### src/rtl/rxdw_pkg.sv
package rxdw_pkg;

    // Descriptor field widths and positions fixed by the ring format
    localparam int LEN_W      = 16;
    localparam int WORD_W     = 32;
    localparam int OWN_BIT    = 31;
    localparam int WRAP_BIT   = 15;
    localparam int CRC_BYTES  = 4;
    localparam int DA_BYTES   = 6;
    localparam logic [15:0] DONE_FLAGS = 16'h0300;

    typedef enum logic [2:0] {
        ST_IDLE,
        ST_FETCH_CTL,
        ST_FETCH_SIZE,
        ST_FETCH_BUF,
        ST_STREAM,
        ST_DRAIN,
        ST_WRITEBACK,
        ST_DISCARD
    } rxdw_state_e;

    typedef enum logic [1:0] {
        CLS_UNI,
        CLS_BCAST,
        CLS_MCAST
    } frame_class_e;

    typedef struct packed {
        logic rx_int;
        logic norm_sum;
        logic buf_unavail;
        logic abn_sum;
    } rx_status_t;

    typedef struct packed {
        logic             busy;
        logic [7:0]       data;
        logic [LEN_W-1:0] off;
    } pend_byte_t;

    function automatic logic [3:0] byte_lane(input logic [1:0] a);
        return 4'b0001 << a;
    endfunction

    function automatic logic [WORD_W-1:0] done_word(input logic [LEN_W-1:0] len);
        logic [LEN_W-1:0] total;
        total = len + LEN_W'(CRC_BYTES);
        return {total, DONE_FLAGS};
    endfunction

endpackage

### src/rtl/rxdw_da_class.sv
module rxdw_da_class
    import rxdw_pkg::*;
#(
    parameter int IDX_W = 16
) (
    input  logic             clk,
    input  logic             rst,
    input  logic             clear,
    input  logic             byte_en,
    input  logic [IDX_W-1:0] idx,
    input  logic [7:0]       byte_in,
    output frame_class_e     cls
);

    logic group_q;
    logic all_ones_q;

    always_ff @(posedge clk) begin
        if (rst || clear) begin
            group_q    <= 1'b0;
            all_ones_q <= 1'b1;
        end else if (byte_en && (idx < IDX_W'(DA_BYTES))) begin
            if (idx == '0) begin
                group_q <= byte_in[0];
            end
            all_ones_q <= all_ones_q && (byte_in == 8'hFF);
        end
    end

    always_comb begin
        if (!group_q) begin
            cls = CLS_UNI;
        end else if (all_ones_q) begin
            cls = CLS_BCAST;
        end else begin
            cls = CLS_MCAST;
        end
    end

endmodule

### src/rtl/rxdw_stats.sv
module rxdw_stats
    import rxdw_pkg::*;
#(
    parameter int CNT_W = 64
) (
    input  logic             clk,
    input  logic             rst,
    input  logic             bump,
    input  logic [LEN_W-1:0] add_bytes,
    input  frame_class_e     cls,
    output logic [CNT_W-1:0] bytes_cnt,
    output logic [CNT_W-1:0] frames_cnt,
    output logic [CNT_W-1:0] mcast_cnt,
    output logic [CNT_W-1:0] bcast_cnt
);

    localparam int NUM_EVT = 3;

    logic [NUM_EVT-1:0] hit;
    logic [CNT_W-1:0]   evt_cnt [NUM_EVT];
    logic [CNT_W-1:0]   bytes_q;

    assign hit[0] = bump;
    assign hit[1] = bump && (cls == CLS_MCAST);
    assign hit[2] = bump && (cls == CLS_BCAST);

    // Counters wrap at their width; no saturation
    for (genvar gi = 0; gi < NUM_EVT; gi++) begin : g_evt
        logic [CNT_W-1:0] cnt_q;
        always_ff @(posedge clk) begin
            if (rst) begin
                cnt_q <= '0;
            end else if (hit[gi]) begin
                cnt_q <= cnt_q + CNT_W'(1);
            end
        end
        assign evt_cnt[gi] = cnt_q;
    end

    always_ff @(posedge clk) begin
        if (rst) begin
            bytes_q <= '0;
        end else if (bump) begin
            bytes_q <= bytes_q + CNT_W'(add_bytes) + CNT_W'(CRC_BYTES);
        end
    end

    assign bytes_cnt  = bytes_q;
    assign frames_cnt = evt_cnt[0];
    assign mcast_cnt  = evt_cnt[1];
    assign bcast_cnt  = evt_cnt[2];

endmodule

### src/rtl/rxdw_ring_ptr.sv
module rxdw_ring_ptr #(
    parameter int ADDR_W = 32,
    parameter int STEP   = 32
) (
    input  logic              clk,
    input  logic              rst,
    input  logic              load,
    input  logic [ADDR_W-1:0] load_val,
    input  logic              advance,
    input  logic              wrap,
    output logic [ADDR_W-1:0] base,
    output logic [ADDR_W-1:0] cur
);

    logic [ADDR_W-1:0] base_q;
    logic [ADDR_W-1:0] cur_q;

    always_ff @(posedge clk) begin
        if (rst) begin
            base_q <= '0;
            cur_q  <= '0;
        end else if (load) begin
            // software load wins over a same-cycle advance
            base_q <= load_val;
            cur_q  <= load_val;
        end else if (advance) begin
            cur_q <= wrap ? base_q : cur_q + ADDR_W'(STEP);
        end
    end

    assign base = base_q;
    assign cur  = cur_q;

endmodule

### src/rtl/rx_desc_writer.sv
module rx_desc_writer
    import rxdw_pkg::*;
#(
    parameter int ADDR_W     = 32,
    parameter int CNT_W      = 64,
    parameter int MIN_LEN    = 12,
    parameter int DESC_BYTES = 32
) (
    input  logic              clk,
    input  logic              rst,
    input  logic              rx_start,
    input  logic              base_wr_en,
    input  logic [ADDR_W-1:0] base_wr_data,
    input  logic              in_valid,
    input  logic [7:0]        in_data,
    input  logic              in_last,
    output logic              in_ready,
    output logic              mem_req,
    output logic              mem_we,
    output logic [ADDR_W-1:0] mem_addr,
    output logic [31:0]       mem_wdata,
    output logic [3:0]        mem_be,
    input  logic              mem_gnt,
    input  logic              mem_rvalid,
    input  logic [31:0]       mem_rdata,
    output logic [ADDR_W-1:0] cur_desc_ptr,
    output logic              st_rx_int,
    output logic              st_norm_sum,
    output logic              st_buf_unavail,
    output logic              st_abn_sum,
    output logic [CNT_W-1:0]  cnt_rx_bytes,
    output logic [CNT_W-1:0]  cnt_rx_frames,
    output logic [CNT_W-1:0]  cnt_rx_mcast,
    output logic [CNT_W-1:0]  cnt_rx_bcast
);

    localparam int OFF_SIZE = 4;
    localparam int OFF_BUF  = 8;

    rxdw_state_e       state_q;
    logic              own_q;
    logic              wrap_q;
    logic              rd_wait_q;
    logic [ADDR_W-1:0] buf_q;
    logic [LEN_W-1:0]  len_q;
    pend_byte_t        pend_q;
    rx_status_t        status_q;
    rx_status_t        status_d;

    logic              accept;
    logic              mem_fire;
    logic              end_check;
    logic              runt_end;
    logic              nodesc_end;
    logic              good_end;
    logic [ADDR_W-1:0] ring_base;
    frame_class_e      frame_cls;

    assign accept   = in_valid && in_ready;
    assign mem_fire = mem_req && mem_gnt;

    assign in_ready = ((state_q == ST_STREAM) && !pend_q.busy) || (state_q == ST_DISCARD);

    // Outcome decode once the last byte write has drained
    assign end_check  = (state_q == ST_DRAIN) && !pend_q.busy;
    assign runt_end   = end_check && (len_q < LEN_W'(MIN_LEN));
    assign nodesc_end = end_check && !runt_end && !own_q;
    assign good_end   = (state_q == ST_WRITEBACK) && mem_fire;

    always_comb begin
        mem_req   = 1'b0;
        mem_we    = 1'b0;
        mem_addr  = '0;
        mem_wdata = '0;
        mem_be    = 4'h0;
        case (state_q)
            ST_FETCH_CTL: begin
                mem_req  = !rd_wait_q;
                mem_addr = cur_desc_ptr;
                mem_be   = 4'hF;
            end
            ST_FETCH_SIZE: begin
                mem_req  = !rd_wait_q;
                mem_addr = cur_desc_ptr + ADDR_W'(OFF_SIZE);
                mem_be   = 4'hF;
            end
            ST_FETCH_BUF: begin
                mem_req  = !rd_wait_q;
                mem_addr = cur_desc_ptr + ADDR_W'(OFF_BUF);
                mem_be   = 4'hF;
            end
            ST_STREAM, ST_DRAIN: begin
                mem_req   = pend_q.busy;
                mem_we    = 1'b1;
                mem_addr  = buf_q + ADDR_W'(pend_q.off);
                mem_wdata = {4{pend_q.data}};
                mem_be    = byte_lane(mem_addr[1:0]);
            end
            ST_WRITEBACK: begin
                mem_req   = 1'b1;
                mem_we    = 1'b1;
                mem_addr  = cur_desc_ptr;
                mem_wdata = done_word(len_q);
                mem_be    = 4'hF;
            end
            default: ;
        endcase
    end

    always_ff @(posedge clk) begin
        if (rst) begin
            state_q   <= ST_IDLE;
            own_q     <= 1'b0;
            wrap_q    <= 1'b0;
            rd_wait_q <= 1'b0;
            buf_q     <= '0;
            len_q     <= '0;
            pend_q    <= '0;
        end else begin
            case (state_q)
                ST_IDLE: begin
                    if (in_valid) begin
                        state_q <= rx_start ? ST_FETCH_CTL : ST_DISCARD;
                        len_q   <= '0;
                        own_q   <= 1'b0;
                        wrap_q  <= 1'b0;
                    end
                end
                ST_FETCH_CTL: begin
                    if (mem_rvalid) begin
                        rd_wait_q <= 1'b0;
                        own_q     <= mem_rdata[OWN_BIT];
                        // an unowned descriptor skips the remaining reads
                        state_q   <= mem_rdata[OWN_BIT] ? ST_FETCH_SIZE : ST_STREAM;
                    end else if (mem_fire) begin
                        rd_wait_q <= 1'b1;
                    end
                end
                ST_FETCH_SIZE: begin
                    if (mem_rvalid) begin
                        rd_wait_q <= 1'b0;
                        wrap_q    <= mem_rdata[WRAP_BIT];
                        state_q   <= ST_FETCH_BUF;
                    end else if (mem_fire) begin
                        rd_wait_q <= 1'b1;
                    end
                end
                ST_FETCH_BUF: begin
                    if (mem_rvalid) begin
                        rd_wait_q <= 1'b0;
                        buf_q     <= mem_rdata[ADDR_W-1:0];
                        state_q   <= ST_STREAM;
                    end else if (mem_fire) begin
                        rd_wait_q <= 1'b1;
                    end
                end
                ST_STREAM: begin
                    if (mem_fire) begin
                        pend_q.busy <= 1'b0;
                    end
                    if (accept) begin
                        len_q <= len_q + LEN_W'(1);
                        if (own_q) begin
                            pend_q.busy <= 1'b1;
                            pend_q.data <= in_data;
                            pend_q.off  <= len_q;
                        end
                        if (in_last) begin
                            state_q <= ST_DRAIN;
                        end
                    end
                end
                ST_DRAIN: begin
                    if (mem_fire) begin
                        pend_q.busy <= 1'b0;
                    end
                    if (end_check) begin
                        state_q <= (runt_end || nodesc_end) ? ST_IDLE : ST_WRITEBACK;
                    end
                end
                ST_WRITEBACK: begin
                    if (mem_fire) begin
                        state_q <= ST_IDLE;
                    end
                end
                ST_DISCARD: begin
                    if (accept && in_last) begin
                        state_q <= ST_IDLE;
                    end
                end
                default: state_q <= ST_IDLE;
            endcase
        end
    end

    always_comb begin
        status_d.rx_int      = runt_end || good_end;
        status_d.norm_sum    = runt_end || good_end;
        status_d.buf_unavail = nodesc_end;
        status_d.abn_sum     = nodesc_end;
    end

    always_ff @(posedge clk) begin
        if (rst) begin
            status_q <= '0;
        end else begin
            status_q <= status_d;
        end
    end

    assign st_rx_int      = status_q.rx_int;
    assign st_norm_sum    = status_q.norm_sum;
    assign st_buf_unavail = status_q.buf_unavail;
    assign st_abn_sum     = status_q.abn_sum;

    rxdw_da_class #(
        .IDX_W (LEN_W)
    ) u_class (
        .clk     (clk),
        .rst     (rst),
        .clear   ((state_q == ST_IDLE) && in_valid),
        .byte_en (accept && (state_q == ST_STREAM)),
        .idx     (len_q),
        .byte_in (in_data),
        .cls     (frame_cls)
    );

    rxdw_stats #(
        .CNT_W (CNT_W)
    ) u_stats (
        .clk        (clk),
        .rst        (rst),
        .bump       (good_end),
        .add_bytes  (len_q),
        .cls        (frame_cls),
        .bytes_cnt  (cnt_rx_bytes),
        .frames_cnt (cnt_rx_frames),
        .mcast_cnt  (cnt_rx_mcast),
        .bcast_cnt  (cnt_rx_bcast)
    );

    rxdw_ring_ptr #(
        .ADDR_W (ADDR_W),
        .STEP   (DESC_BYTES)
    ) u_ptr (
        .clk      (clk),
        .rst      (rst),
        .load     (base_wr_en),
        .load_val (base_wr_data),
        .advance  (good_end),
        .wrap     (wrap_q),
        .base     (ring_base),
        .cur      (cur_desc_ptr)
    );

endmodule

### config.mk
export PLATFORM = sky130hd
export DESIGN_NAME = rx_desc_writer
export DESIGN_NICKNAME = d
export VERILOG_FILES = /design/src/rtl/rxdw_pkg.sv /design/src/rtl/rxdw_da_class.sv /design/src/rtl/rxdw_stats.sv /design/src/rtl/rxdw_ring_ptr.sv /design/src/rtl/rx_desc_writer.sv
export SDC_FILE = /design/constraint.sdc
export NUM_CORES = 1
export LEC_CHECK = 0
export BUFFER_PORTS_ARGS = -buffer_cell sky130_fd_sc_hd__buf_2
export CAP_MARGIN = 20
export CORE_UTILIZATION = 40
export DETAILED_ROUTE_END_ITERATION = 16
export PLACE_DENSITY = 0.72
export SLEW_MARGIN = 15
export SYNTH_ARGS = -nofsm -noshare
export SYNTH_HDL_FRONTEND = slang
export SYNTH_SLANG_ARGS = --single-unit
### constraint.sdc
create_clock -name clk -period 2.7 [get_ports clk]
set_clock_uncertainty 0.05 [all_clocks]
set_input_delay 0.54 -clock clk [delete_from_list [all_inputs] [get_ports clk]]
set_output_delay 0.54 -clock clk [all_outputs]
set_load 0.05 [all_outputs]
* Yosys cells after proc, flatten, opt, wreduce, memory -nomap -nowiden *
Cells that the tools add are included.

operators by class
  $lt $le $gt $ge = 2
  reductions and logical operators = 44
  add/sub/neg operators = 11
  equal/unequal tests = 19
  multiplexer cells = 37
  shift-type cells = 1

operator list
  operator                                              number
  adder 64 x 1 -> 64 bit (second input constant)        3
  case mux 32 bit (4 select lines)                      1
  2-to-1 mux 32 bit                                     3
  adder 64 x 16 -> 64 bit                               1
  adder 64 x 3 -> 64 bit (second input constant)        1
  case mux 32 bit (2 select lines)                      1
  2-to-1 mux 25 bit                                     2
  2-to-1 mux 3 bit                                      12
  adder 32 x 16 -> 32 bit                               1
  adder 32 x 3 -> 32 bit (second input constant)        1
  adder 32 x 4 -> 32 bit (second input constant)        1
  adder 32 x 6 -> 32 bit (second input constant)        1
  2-to-1 mux 16 bit                                     2
  case mux 16 bit (2 select lines)                      1
  case mux 3 bit (8 select lines)                       1
  adder 16 x 1 -> 16 bit (second input constant)        1
  adder 16 x 3 -> 16 bit (second input constant)        1
  zero test 16 bit                                      1
  < comparator 16 x 3 -> 1 bit (second input constant)  1
  < comparator 16 x 4 -> 1 bit (second input constant)  1
  inequality test 2 bit (second input constant)         8
  logical AND 1 bit                                     15
  equality test 3 bit (second input constant)           4
  AND reduction 3 bit                                   4
  other kinds (21)                                      46

word-level totals
  flip-flop bits (word level) = 403
  input port bits = 80

* Depth between registers and ports, before layout *
  depth after elaboration = 10
  gate-level depth with buffers = 12
  gate-level depth less buffers = 11

* Modules after synthesis *
Synthesis repeated with hierarchy kept, for this count alone.

unflattened totals
  cells, all modules = 2937
  area, all modules = 22939.5 µm²

modules (own cells, without submodules)
  module          area an instance (µm²)  times used  cells each
  rxdw_stats      12981.2                 1           1548
  rx_desc_writer  6327.3                  1           924
  rxdw_ring_ptr   3474.6                  1           446
  rxdw_da_class   156.4                   1           19

* Worst setup path before layout *
OpenSTA, ideal clock, no wires.

  path kind = register to output
  from = register u_ptr.cur_q[3] (netlist: u_ptr.cur[3])
  to = output port mem_addr[13]
  setup slack = -1.558 ns
  cell stages (with the launch flop) = 7
  arrival = 3.668 ns
  buffers on the path = 2
  cells stage by stage = dfxtp_1 > ha_1 > clkbuf_1 > o21ai_0 > or2_2 > clkbuf_1 > o311ai_0

on the way
  cells in the longest elaborated chain, start to end = 2
  elaborated cells between the ends (all ways) = 3

RTL lines
  item                                                              line                                        text
  start, declared                                                   rxdw_ring_ptr.sv:16                         logic [ADDR_W-1:0] cur_q;
  start signal, assigned                                            rxdw_ring_ptr.sv:25                         cur_q <= load_val;
  start signal, assigned                                            rxdw_ring_ptr.sv:27                         cur_q <= wrap ? base_q : cur_q + ADDR_W'(STEP);
  adder 32 x 4 -> 32 bit or adder 32 x 3 -> 32 bit (tied branches)  rx_desc_writer.sv:89, rx_desc_writer.sv:84
  case mux 32 bit (4 select lines) (*)                              rx_desc_writer.sv:76                        case (state_q)
  end, declared                                                     rx_desc_writer.sv:20                        output logic [ADDR_W-1:0] mem_addr,

Mark *: on every way between the ends. The rest lies on a longest branch, timed or not.

* Final worst setup path *
  from = register pend_q[0] (netlist bit)
  to = output port mem_addr[28]

on the way
  cells in the longest elaborated chain, start to end = 2

RTL lines
  item                              line                  text
  start, declared                   rx_desc_writer.sv:46  pend_byte_t pend_q;
  adder 32 x 16 -> 32 bit           rx_desc_writer.sv:95  mem_addr = buf_q + ADDR_W'(pend_q.off);
  case mux 32 bit (4 select lines)  rx_desc_writer.sv:76

Every way passes these cells.

==> run summary <==
Status -> finished with violations
Failing checks -> setup timing
Clk Tree Root Cell -> clkbuf_16
HP Class -> in -> reg
Met3 routed WL -> 6.22 mm
# fillers -> 4647
Vias in the first global route -> 21400
FFs w/ async S/R, synth -> 0%
Crit Path Class -> reg -> out
Slew at the pin closest to its max-slew limit -> 0.783 ns
Crit-path cells -> ha_4 -> inv_2 -> fa_2 -> nor2b_1 -> o21a_1 -> o21ai_2 -> a21oi_2 -> o21bai_1 -> buf_4 -> or4_4 -> nand3_4 -> buf_8
Layout Nets -> 3623
Tcrit/Tclk final -> 133%
Detailed Place HPWL -> 55.0 mm
First-pass GRT wire length -> 117 mm
YS warnings -> 0
Critical Path Max Stage Delay -> 0.43 ns
Via count -> 23600
Final GP Congestion -> 0.946
Worst hold start -> mem_rdata[9]
Die width -> 235 um
Switching pwr -> 0.00576 W
Unrepaired setup endpoints after global routing -> true
Final Setup Violations -> 57
Cell count after synthesis -> 2800
1st-iter DRT viols -> 1900
FP Rows -> 85
H-tree depth -> 2
Reg clk slew, reported paths -> 0.06 ns
Seq pwr share -> 36.0%
Critical path's slowest cell -> or4_4
Hold Path Depth -> 3
Hold violation count in the final report -> 0
Reg2Reg Launch Point -> u_stats.bytes_cnt[1]$_SDFFE_PP0P_
# DRC -> 0
Area of the multi-input gates -> 14500 um^2
Share of cells above drive strength 1 -> 34.4%
Worst Path Required -> 2.11 ns
Clock Path Buffers -> 3
Cells on worst reg2reg path -> 12
Fin cells -> 4214
Tot GR Track Use -> 26.2%
PortBufs -> 442
Clock power frac -> 36.0%
Commonest non-fill, non-tap cells in the layout -> 375 x buf_2, 356 x nor2_1, 350 x nand2_1, 333 x dfxtp_1, 314 x buf_4
WP data arrival -> 3.01 ns
Post-DR wirelength/cell -> 18.6 um
Number of enable flip-flop cells after synthesis -> 0
Crit path buf inv count -> 3
DR pass1 iterations -> 5
Relative slew slack -> 47.8%
Reg2Reg Capture Point -> u_stats.bytes_cnt[35]$_SDFFE_PP0P_
Pint -> 0.0115 W
# clock sinks -> 403
Ys flop type -> dfxtp_1
Core Region -> 53800 um^2
Max-cap violations -> 0
# diodes -> 0
Clk Latency, worst-skew pair -> 0.58 ns
Pre-CTS setup slack -> -0.445 ns
Hold EP -> buf_q[9]$_SDFFE_PP0P_
Total global routing overflow -> 0
Delay-heaviest family, CP -> simple AND/OR/NAND/NOR gates
CTS tree -> done
Seq/Total Area, Yosys -> 37.1%
Post-synthesis net count -> 2941
Reg area -> 8200 um^2
Worst R2R Setup Slack -> -0.18 ns
Synth Register Bits -> 403
Final worst slack -> -0.902 ns
Area Growth Syn to Fin -> 43.0%
CTS Hold Bufs -> 0
CP startpoint kind -> flip-flop
Peak supply drop -> 0.000623 V
Max Used Layer -> met5
Crit-path max FO -> 8
I/O pin total -> 443
Die H -> 235 um
Switching share of power -> 33.3%
PD cells -> 555 nW/um^2
Crit end category -> primary output
Antenna violations before repair -> 3
Syn_area_per_cell -> 7.77 um^2
DRT antenna net count -> 0
Proportion of power drawn by combinational gates -> 28.0%
Commonest non-fill, non-tap cell in the layout -> buf_2
Netlist cell types -> 75
Met1 WL -> 32.4 mm
Die ar. -> 55300 um^2
Initial Util -> 40.4%
Vias/cell -> 5.60
Final Util -> 57.8%
Pin count of the biggest net entering global routing -> 84
WL met2 -> 35.6 mm
Fin. max-slew vios -> 0
Number of CTS-inserted buffers -> 45
Fin crit period -> 3.60 ns
Max Clk Rate -> 278 MHz
Leakage power -> 13.0 nW
Post-Syn Area -> 21800 um^2
Inst Count DP -> 4055
Total Wirelength -> 78.4 mm
==> tightest hold or removal path: cells and delay by family <==
family | cells | cell delay, ns
buffers and inverters | 1 | 0.09
and+or+nand+nor | 1 | 0.04
AOI/OAI and AO/OA | 1 | 0.05
==> state kept, by name, indices dropped and copies added (netlist names) <==
register            count
wrap_q                  1
u_ptr.base             32
u_class.all_ones_q      1
state_q                 3
own_q                   1
u_ptr.cur              32
len_q                  16
st_abn_sum              1
u_stats.frames_cnt     64
pend_q                 25
u_stats.mcast_cnt      64
u_stats.bcast_cnt      64
buf_q                  32
rd_wait_q               1
st_norm_sum             1
u_class.group_q         1
u_stats.bytes_cnt      64
==> power groups by stage <==
stage          clock network (W)  logic, W  registers, W
2_1_floorplan                  0   0.00239       0.00638
6_report                 0.00623   0.00484       0.00621
4_1_cts                  0.00635   0.00457       0.00621
3_5_place_dp                   0   0.00392       0.00632
5_1_grt                  0.00661   0.00505       0.00623
3_3_place_gp                   0   0.00391       0.00632
==> synthesized netlist by cell type (all sizes together), types with 6 or more instances <==
cell type | count | area (um^2)
dfxtp | 403 | 8070
nor2 | 366 | 1370
nand2 | 363 | 1370
a21oi | 239 | 1200
clkbuf | 139 | 523
xnor2 | 137 | 1200
nand3 | 126 | 636
xor2 | 120 | 1050
o21ai | 105 | 526
nand4 | 79 | 507
inv | 68 | 255
nor3 | 62 | 310
ha | 59 | 738
and3 | 48 | 300
nor4 | 48 | 368
or3 | 42 | 263
and4 | 34 | 300
buf | 32 | 188
nand2b | 31 | 194
a21o | 26 | 195
a211oi | 24 | 180
and2 | 23 | 144
mux2i | 23 | 230
o221ai | 21 | 184
a31oi | 18 | 113
o21a | 16 | 120
or4 | 15 | 113
o31ai | 13 | 97.6
o211ai | 11 | 82.6
nor2b | 10 | 62.6
o22ai | 9 | 56.3
or2 | 9 | 56.3
a2111oi | 7 | 67.6
mux2 | 6 | 67.6
o21bai | 6 | 45.0
==> kinds of logic after synthesis <==
logic type,share of synthesized area (%)
buffers and inverters,4.44
adders and majority gates,3.58
xor gates and xnor gates,10.3
muxes,1.37
AOI/OAI and AO/OA,14.9
and+or+nand+nor,28.3
DFF,37.1
==> worst max path at each step <==
stage / startpoint / to / slack [ns] / depth (start not counted)
final: pend_q[0]$_SDFFE_PP0P_ / mem_addr[28] / -0.90 / 12
after global routing: pend_q[0]$_SDFFE_PP0P_ / mem_addr[28] / -1.0 / 13
after CTS: buf_q[0]$_SDFFE_PP0P_ / mem_addr[24] / -0.86 / 12
after detailed placement: buf_q[0]$_SDFFE_PP0P_ / mem_addr[28] / -0.44 / 12
after global placement: buf_q[0]$_SDFFE_PP0P_ / mem_addr[30] / -0.42 / 12
after floorplan: state_q[0]$_SDFFE_PP0P_ / mem_addr[6] / -0.34 / 6
==> through the flow <==
| step | area, um^2 | TNS (ns) | total power, W | hold WS [ns] |
|---|---|---|---|---|
| after floorplan | 22300 | -2.26 | 0.00878 | 0.382 |
| after global placement | 26900 | -6.51 | 0.0102 | 0.387 |
| after detailed placement | 26900 | -7.76 | 0.0102 | 0.399 |
| after CTS | 29900 | -20.36 | 0.0171 | 0.108 |
| after global routing | 31100 | -26.47 | 0.0179 | 0.145 |
| final | 31100 | -20.65 | 0.0173 | 0.139 |
==> layer usage <==
layer  vias up  track usage, %
met5         -               0
met4         4            13.4
met3       242            5.52
met2      1037            41.3
met1     11200            33.6
li1      11200               -
==> final cells by class <==
class	instances	area share, %
multi-input cells	2158	46.6
flip-flops and latches	403	26.3
repair buffers	806	18.7
clock buffers	67	4.24
well taps	696	2.80
inverters	68	0.836
clock inverters	16	0.535
==> repair_timing <==
item                       4_1_cts  5_1_grt
resized for setup              281      181
setup buffers                   36       43
pin swaps                       94      115
setup endpoints to repair       94      132
gates cloned                     5        1
Note: power is estimated with default switching activity, not from simulation.
